## config.mk

```make
export PLATFORM = sky130hd
export DESIGN_NAME = clkbuf_arb
export DESIGN_NICKNAME = d
export VERILOG_FILES = /design/src/rtl/clkbuf_pkg.sv /design/src/rtl/clkbuf_gate.sv /design/src/rtl/clkbuf_state.sv /design/src/rtl/clkbuf_seq.sv /design/src/rtl/clkbuf_arb.sv
export SDC_FILE = /design/constraint.sdc
export NUM_CORES = 1
export LEC_CHECK = 0
export BUFFER_PORTS_ARGS = -buffer_cell sky130_fd_sc_hd__buf_2
export CORE_MARGIN = 3
export CORE_UTILIZATION = 43
export CTS_BUF_LIST = sky130_fd_sc_hd__clkbuf_16
export DETAILED_ROUTE_END_ITERATION = 12
export PLACE_DENSITY_LB_ADDON = 0.05
export SYNTH_ARGS = -nofsm -noshare
export SYNTH_HDL_FRONTEND = slang
export SYNTH_SLANG_ARGS = --single-unit
```

## constraint.sdc

```tcl
create_clock -name clk -period 2.5 [get_ports clk]
set_input_delay 0.125 -clock clk [delete_from_list [all_inputs] [get_ports clk]]
set_output_delay 0.125 -clock clk [all_outputs]
set_load 0.1 [all_outputs]
```

## src/rtl/clkbuf_pkg.sv

```systemverilog
package clkbuf_pkg;
  typedef enum logic [2:0] {
    S_IDLE,
    S_REQ,
    S_WRITE,
    S_DWELL,
    S_START,
    S_WAIT
  } seq_t;

  localparam logic [1:0] MODE_HW = 2'd2;
endpackage

```

## src/rtl/clkbuf_gate.sv

```systemverilog
module clkbuf_gate #(
  parameter int NBUF  = 4,
  parameter int IDX_W = 3
) (
  input  logic [IDX_W-1:0]  idx,
  input  logic [2*NBUF-1:0] mode_cfg,
  output logic              ok
);
  import clkbuf_pkg::*;

  always_comb begin
    ok = 1'b0;
    for (int i = 0; i < NBUF; i++) begin
      if (idx == IDX_W'(i) && mode_cfg[2*i +: 2] != MODE_HW) ok = 1'b1;
    end
  end
endmodule

```

## src/rtl/clkbuf_state.sv

```systemverilog
module clkbuf_state #(
  parameter int              NBUF        = 4,
  parameter int              IDX_W       = 3,
  parameter logic [NBUF-1:0] RESET_STATE = 4'b0001
) (
  input  logic             clk,
  input  logic             rst_n,
  input  logic             wr,
  input  logic [IDX_W-1:0] idx,
  input  logic             on,
  output logic [NBUF-1:0]  state
);
  for (genvar g = 0; g < NBUF; g++) begin : g_bit
    always_ff @(posedge clk or negedge rst_n) begin
      if (!rst_n) state[g] <= RESET_STATE[g];
      else if (wr && idx == IDX_W'(g)) state[g] <= on;
    end
  end
endmodule

```

## src/rtl/clkbuf_seq.sv

```systemverilog
module clkbuf_seq #(
  parameter int NBUF      = 4,
  parameter int REG_W     = 32,
  parameter int DWELL_CYC = 200
) (
  input  logic             clk,
  input  logic             rst_n,
  input  logic             go,
  input  logic             use_reg,
  input  logic [NBUF-1:0]  state,
  input  logic [REG_W-1:0] reg_in,
  input  logic             ser_done,
  output logic             idle,
  output logic             src_req,
  output logic             reg_wr_en,
  output logic [REG_W-1:0] reg_wr_data,
  output logic             ser_start
);
  import clkbuf_pkg::*;

  localparam int FLD_W = NBUF - 1;
  localparam int CNT_W = $clog2(DWELL_CYC + 1);

  seq_t             cur;
  logic [CNT_W-1:0] cnt;

  always_ff @(posedge clk or negedge rst_n) begin
    if (!rst_n) begin
      cur <= S_IDLE;
      cnt <= '0;
    end else begin
      unique case (cur)
        S_IDLE:  if (go) cur <= use_reg ? S_REQ : S_START;
        S_REQ:   cur <= S_WRITE;
        S_WRITE: begin
          cur <= S_DWELL;
          cnt <= CNT_W'(DWELL_CYC - 1);
        end
        S_DWELL: begin
          if (cnt == '0) cur <= S_IDLE;
          else cnt <= cnt - 1'b1;
        end
        S_START: cur <= S_WAIT;
        S_WAIT:  if (ser_done) cur <= S_IDLE;
        default: cur <= S_IDLE;
      endcase
    end
  end

  always_comb begin
    idle        = (cur == S_IDLE);
    src_req     = (cur == S_REQ) || (cur == S_WRITE) || (cur == S_DWELL);
    reg_wr_en   = (cur == S_WRITE);
    ser_start   = (cur == S_START);
    reg_wr_data = {reg_in[REG_W-1:FLD_W], state[NBUF-1:1]};
  end
endmodule

```

## src/rtl/clkbuf_arb.sv

```systemverilog
module clkbuf_arb #(
  parameter int NBUF      = 4,
  parameter int IDX_W     = 3,
  parameter int REG_W     = 32,
  parameter int DWELL_CYC = 200
) (
  input  logic              clk,
  input  logic              rst_n,
  input  logic              req_valid,
  output logic              req_ready,
  input  logic [IDX_W-1:0]  req_idx,
  input  logic              req_on,
  output logic              resp_valid,
  output logic              resp_ok,
  input  logic [2*NBUF-1:0] buf_mode,
  input  logic              pwr_pri,
  input  logic              pwr_sec,
  input  logic [REG_W-1:0]  reg_in,
  output logic              src_req,
  output logic              reg_wr_en,
  output logic [REG_W-1:0]  reg_wr_data,
  output logic              ser_start,
  output logic [NBUF-1:0]   ser_word,
  input  logic              ser_done,
  output logic [NBUF-1:0]   state_o
);
  localparam logic [NBUF-1:0] RST_STATE = NBUF'(1);

  logic take, ok, accept, idle;

  assign take      = req_valid && req_ready;
  assign accept    = take && ok;
  assign req_ready = idle;
  assign ser_word  = state_o;

  clkbuf_gate #(.NBUF(NBUF), .IDX_W(IDX_W)) u_gate (
    .idx(req_idx), .mode_cfg(buf_mode), .ok(ok)
  );

  clkbuf_state #(.NBUF(NBUF), .IDX_W(IDX_W), .RESET_STATE(RST_STATE)) u_state (
    .clk(clk), .rst_n(rst_n), .wr(accept), .idx(req_idx), .on(req_on),
    .state(state_o)
  );

  clkbuf_seq #(.NBUF(NBUF), .REG_W(REG_W), .DWELL_CYC(DWELL_CYC)) u_seq (
    .clk(clk), .rst_n(rst_n), .go(accept), .use_reg(pwr_pri && pwr_sec),
    .state(state_o), .reg_in(reg_in), .ser_done(ser_done), .idle(idle),
    .src_req(src_req), .reg_wr_en(reg_wr_en), .reg_wr_data(reg_wr_data),
    .ser_start(ser_start)
  );

  always_ff @(posedge clk or negedge rst_n) begin
    if (!rst_n) begin
      resp_valid <= 1'b0;
      resp_ok    <= 1'b0;
    end else begin
      resp_valid <= take;
      resp_ok    <= take && ok;
    end
  end
endmodule

```

# Word-level counts from Yosys, hierarchy flattened
# Index checks and enable logic that the tools add are counted.
[op_classes]
add_sub_neg = 1
n_eq_ne = 16
n_mux = 11
n_reduce_logical = 19
[op_table]
columns = ["cell", "count"]
rows = [
  ["3-bit one-hot mux with 6 select lines", 1],
  ["8-bit one-hot mux with 2 select lines", 1],
  ["3-bit by 2-bit == test with 1-bit output, second input constant", 4],
  ["3-bit two-way mux", 4],
  ["2-bit != test, second input constant", 6],
  ["1-bit logical AND", 11],
  ["8-bit zero test", 1],
  ["8-bit two-way mux", 1],
  ["8-bit by 1-bit subtractor with 8-bit output, second input constant", 1],
  ["3-bit by 1-bit == test with 1-bit output, second input constant", 2],
  ["3-bit == test, second input constant", 2],
  ["3-bit zero test", 2],
  ["1-bit two-way mux", 4],
  ["2-bit by 1-bit != test with 1-bit output, second input constant", 2],
  ["3-bit AND reduction", 1],
  ["1-bit logical OR", 2],
  ["2-bit AND reduction", 1],
  ["2-bit nonzero test", 1],
]
[word_totals]
ff_bits = 17
input_bits = 50
out_inout_bits = 46

# Depth between registers and ports, before layout
[depth]
depth_word = 9
depth_mapped = 6
depth_no_buf = 6

# Cells and area by module
# From an unflattened synthesis, not the netlist that was laid out.
[hier_totals]
cells_unflattened = 136
hier_area_um2 = 1296.2
[modules_own_cells]
columns = ["mod", "instances", "cells_each", "area_each_um2", "seq_area_each_um2"]
rows = [
  ["clkbuf_seq", 1, 102, 924.6, 275.3],
  ["clkbuf_state", 1, 12, 202.7, 101.3],
  ["clkbuf_arb", 1, 9, 98.8, 50.0],
  ["clkbuf_gate", 1, 13, 70.1, 0.0],
]

# Least setup slack after synthesis
# No wires, ideal clock.
[synth_path]
kind = "flip-flop to output port"
startpoint = "reg u_seq.cur[0]"
endpoint = "out req_ready"
arrival_ns = 2.656
required_time_ns = 2.375
path_slack_ns = -0.281
path_stages_with_launch = 3
cell_sequence = "dfrtp_1 clkbuf_1 nor3_1"
[synth_via]
elab_chain_len = 1
[synth_lines]
columns = ["element", "line_no", "source"]
rows = [
  ["from (decl)", "clkbuf_seq.sv:24", "seq_t cur;"],
  ["from (signal assigned)", "clkbuf_seq.sv:33", "S_IDLE: if (go) cur <= use_reg ? S_REQ : S_START;"],
  ["3-bit zero test", "clkbuf_seq.sv:51", "idle = (cur == S_IDLE);"],
  ["to (decl)", "clkbuf_arb.sv:10", "output logic req_ready,"],
]
# No other way between the ends.

# Final worst setup path
[layout_path]
startpoint = "reg u_seq.cur[2]"
endpoint = "reg u_seq.cnt[6]"
[layout_via]
elab_chain_len = 3
word_cells_on_any_way = 6
cone_classes = "eq/ne (3); mux (1); reduce/logical (2)"
[layout_lines]
columns = ["element", "line_no", "source"]
rows = [
  ["3-bit by 2-bit == test with 1-bit output", "clkbuf_seq.sv:32", "unique case (cur)"],
  ["2-bit != test (no source line) or 2-bit nonzero test (tied branches)", "n/a", ""],
  ["2-bit AND reduction (no source line)", "n/a", ""],
  ["to (signal assigned)", "clkbuf_seq.sv:37", "cnt <= CNT_W'(DWELL_CYC - 1);"],
  ["to (signal assigned)", "clkbuf_seq.sv:41", "else cnt <= cnt - 1'b1;"],
  ["to (decl)", "clkbuf_seq.sv:25", "logic [CNT_W-1:0] cnt;"],
]
# Several ways; a longest one is shown, not always the timed one.
# A chain may end at the register's enable or synchronous reset.

==> run_results.csv <==
group,metric,value,unit
synth,yosysMostFrequentCell,"buf_4",
detailed_routing,wl,2.421,mm
critical_path,slowest_stage,"or4_1",
die,die_area,3706,sq um
critical_path,critPathLaunchType,"flop",
detailed_routing,drc_errors,0,
synth,synth_cell_type_count,40,
timing,timing.fmax,532.6,MHz
synth,synth_ff_type,"dfrtp_1",
clock_network,clkTransAtPathRegs,50,ps
clock_network,cts.sinks,17,
critical_path,cp.arrival,1990,ps
critical_path,rrSetupSlack,620,ps
clock_network,ctsResizeCount,0,
power_and_ir_drop,power_density,954.2,nW/um^2
detailed_routing,drt-met1-wl,1.009,mm
critical_path,cp-end-kind,"flop",
detailed_routing,wl_per_cell,14.50,um
clock_network,ctsRootBufferMaster,"clkbuf_16",
clock_network,htreeDepth,1,
min_path,hold-path-endpoint,"resp_valid",
synth,ys_seq_area_share,32.95,%
die,initial_core_util,46.16,%
detailed_routing,dr_wl_met3,230,um
layout,stdcell_count,167,
timing,final_max_slew_viol_count,0,
placement,dpl-instance-area,1211,sq um
synth,async_reset_ff_share,100.0,%
timing,timing.final.hold_violations,0,
layout,nets,189,
detailed_routing,first_pass_iters,4,
clock_network,cts_buffers,3,
timing,hold_slack,137.0,ps
run,drv_cap,0,
detailed_routing,vias,935,
synth,syn_inst,136,
layout,drive_gt1_share,37.50,%
layout,syn_to_final_growth,0.3867,%
critical_path,crit_fanout,9,
power_and_ir_drop,ir_drop,0.0003632,V
synth,yosysWarnings,0,
layout,fill_cells,280,
power_and_ir_drop,p_int,0.7354,mW
critical_path,worstRegToRegCells,4,
placement,io_buffers,34,
timing,setup-tns-final,0,ps
detailed_routing,vias_per_cell,5.599,
layout,stdcell_area,1300,sq um
synth,syn_area,1295,sq um
timing,skew,2.325,ps
critical_path,crit_path_cell_trace,"nand2b_4, or4_1, o21ai_0, or3b_1",
synth,synth_top_area_cell,"dfrtp_1",
critical_path,critical_path_buf_inv_count,0,
grt,track_usage,13.00,%
synth,syn-mean-instance-area,9.522,sq um
detailed_routing,ant_nets,0,
timing,rsz0062_at_grt,"no",
die,num_rows,19,
power_and_ir_drop,p_switching,0.5051,mW
critical_path,path_class,"flop to flop",
critical_path,max_stage_delay,530,ps
critical_path,critPathRequiredTime,2620,ps
die,die_w,60.88,um
layout,fin_util,46.34,%
power_and_ir_drop,p_clk_share,24.8,%
die,ios,96,
outcome,outcome,"complete, no violations",
synth,synth_commonest_cells,"buf_4 (37), dfrtp_1 (16), nor2_1 (7)",
timing,worstMarginPinSlew,518.6,ps
synth,ys_ff_latch,17,
grt,grt_pass1_wl,3.670,mm
min_path,hold_class,"input port to flop",
grt,grt_overflow,0,
power_and_ir_drop,switching_share,40.72,%
timing,setup_viol,0,
power_and_ir_drop,combinationalPowerShare,39.6,%
grt,antenna_found_initial,0,
placement,dp.cells,162,
placement,gp_congestion,0.6789,
detailed_routing,wl_met2,1.080,mm
grt,grt_start_max_net_pins,18,
clock_network,clk_latency,240,ps
detailed_routing,drtIter0Drc,84,
synth,syn-num-nets,188,
detailed_routing,topRoutingLayerUsed,"met4",
critical_path,timing.rr.start,"u_seq.cur[2]",
power_and_ir_drop,power.total,1.240,mW
clock_network,cts_buffer_depth,2,
min_path,whs_path_depth,2,
synth,synth-edff-count,0,
power_and_ir_drop,seqPwrFrac,35.6,%
critical_path,r2r-end,"u_seq.cnt[6]",
power_and_ir_drop,p_leak,0.6200,nW
die,core_area,2805,sq um
timing,post-route-period-util,75.11,%
synth,synth_area_leaders,"dfrtp_1 (31%), buf_4 (21%), mux2_2 (3.5%)",
min_path,worstHoldStart,"req_valid",
die,die_h,60.88,um
synth,yosys.area.top_type_share,30.92,%
layout,diodes,0,
grt,grt_pass1_vias,821,
clock_network,cts_tree,"done",
timing,max_slew_margin,65.11,%
critical_path,cp_top_family,"simple AND/OR/NAND/NOR gates",
timing,finalCriticalPeriod,1878,ps
placement,dpl_worst_slack,588.0,ps
clock_network,postCtsSetupBuffers,0,
timing,fin_ws,622.4,ps
placement,dpl.hpwl,1.916,mm
[cell type report]
cell class,count,area (sq um),share of cell area [%]
clock buffers,3,75.07,5.775
clock inverters,1,3.754,0.2887
inverters,6,22.52,1.732
multi-input cells,74,553.0,42.54
flip-flops and latches,17,426.7,32.82
well taps,31,38.79,2.984
repair buffers,35,180.2,13.86
[layer usage]
metal,vias up,global-route usage [%]
li1,447,-
met1,413,15.51
met2,51,20.46
met3,24,3.830
met4,0,8.050
met5,-,0
[state kept, by name, indices dropped and copies added (netlist names)]
| signal | flops |
|---|---|
| u_seq.cnt | 8 |
| u_state.state | 4 |
| u_seq.cur | 3 |
| resp_valid | 1 |
| resp_ok | 1 |
[kinds of logic (layout without fill, tap and decap cells)]
kind of cell | count (synthesis) | count (layout) | synth area share [%]
AO/OA/AOI/OAI | 24 | 24 | 12.56
AND/OR/NAND/NOR | 43 | 43 | 24.06
XOR/XNOR | 1 | 1 | 0.6765
buffers and inverters | 45 | 45 | 24.35
multiplexers | 4 | 4 | 3.478
adder cells (fa/ha/maj) | 2 | 2 | 1.932
flip-flops | 17 | 17 | 32.95
[worst max path at each step]
stage,from,endpoint,slack (ps),cells past startpoint
final,u_seq.cur[2],u_seq.cnt[6],620,4
after detailed placement,u_seq.cur[0],u_state.state[3],590,4
after CTS,u_seq.cur[1],u_state.state[3],570,4
after global placement,u_seq.cur[1],u_state.state[3],610,4
after floorplan,u_seq.cur[0],req_ready,-280,2
after global routing,u_seq.cur[1],u_state.state[2],450,4
[worst reg2reg max path, delay by kind of cell, from the launching register on]
family          cells  cell delay (ps)
simple gates        3             1120
flops               1              490
compound gates      1              150
[what timing repair did]
item,in CTS,in global routing
endpoints found under the setup margin,0,0
hold buffers,1,0
hold endpoints to repair,16,0
[cells in the final DEF, fill, tap and decap left out, types with 3 or more instances in the layout]
cell | synthesis | layout
clkbuf_16 | 0 | 3
inv_1 | 6 | 7
a31oi_1 | 3 | 3
nor3_1 | 5 | 5
nor2b_1 | 3 | 3
nor2_1 | 7 | 7
nand2b_1 | 3 | 3
o21ai_0 | 6 | 6
dfrtp_1 | 16 | 16
nor4_1 | 4 | 4
buf_2 | 0 | 34
mux2_2 | 4 | 4
a21oi_1 | 6 | 6
nor4b_1 | 3 | 3
[power groups by stage]
stage | registers (mW) | clock network [mW] | logic, mW
4_1_cts | 0.441 | 0.319 | 0.498
3_5_place_dp | 0.445 | 0 | 0.496
5_1_grt | 0.454 | 0.335 | 0.541
3_3_place_gp | 0.442 | 0 | 0.488
2_1_floorplan | 0.483 | 0 | 0.592
6_report | 0.442 | 0.307 | 0.491
Note: power is estimated with default switching activity, not from simulation.
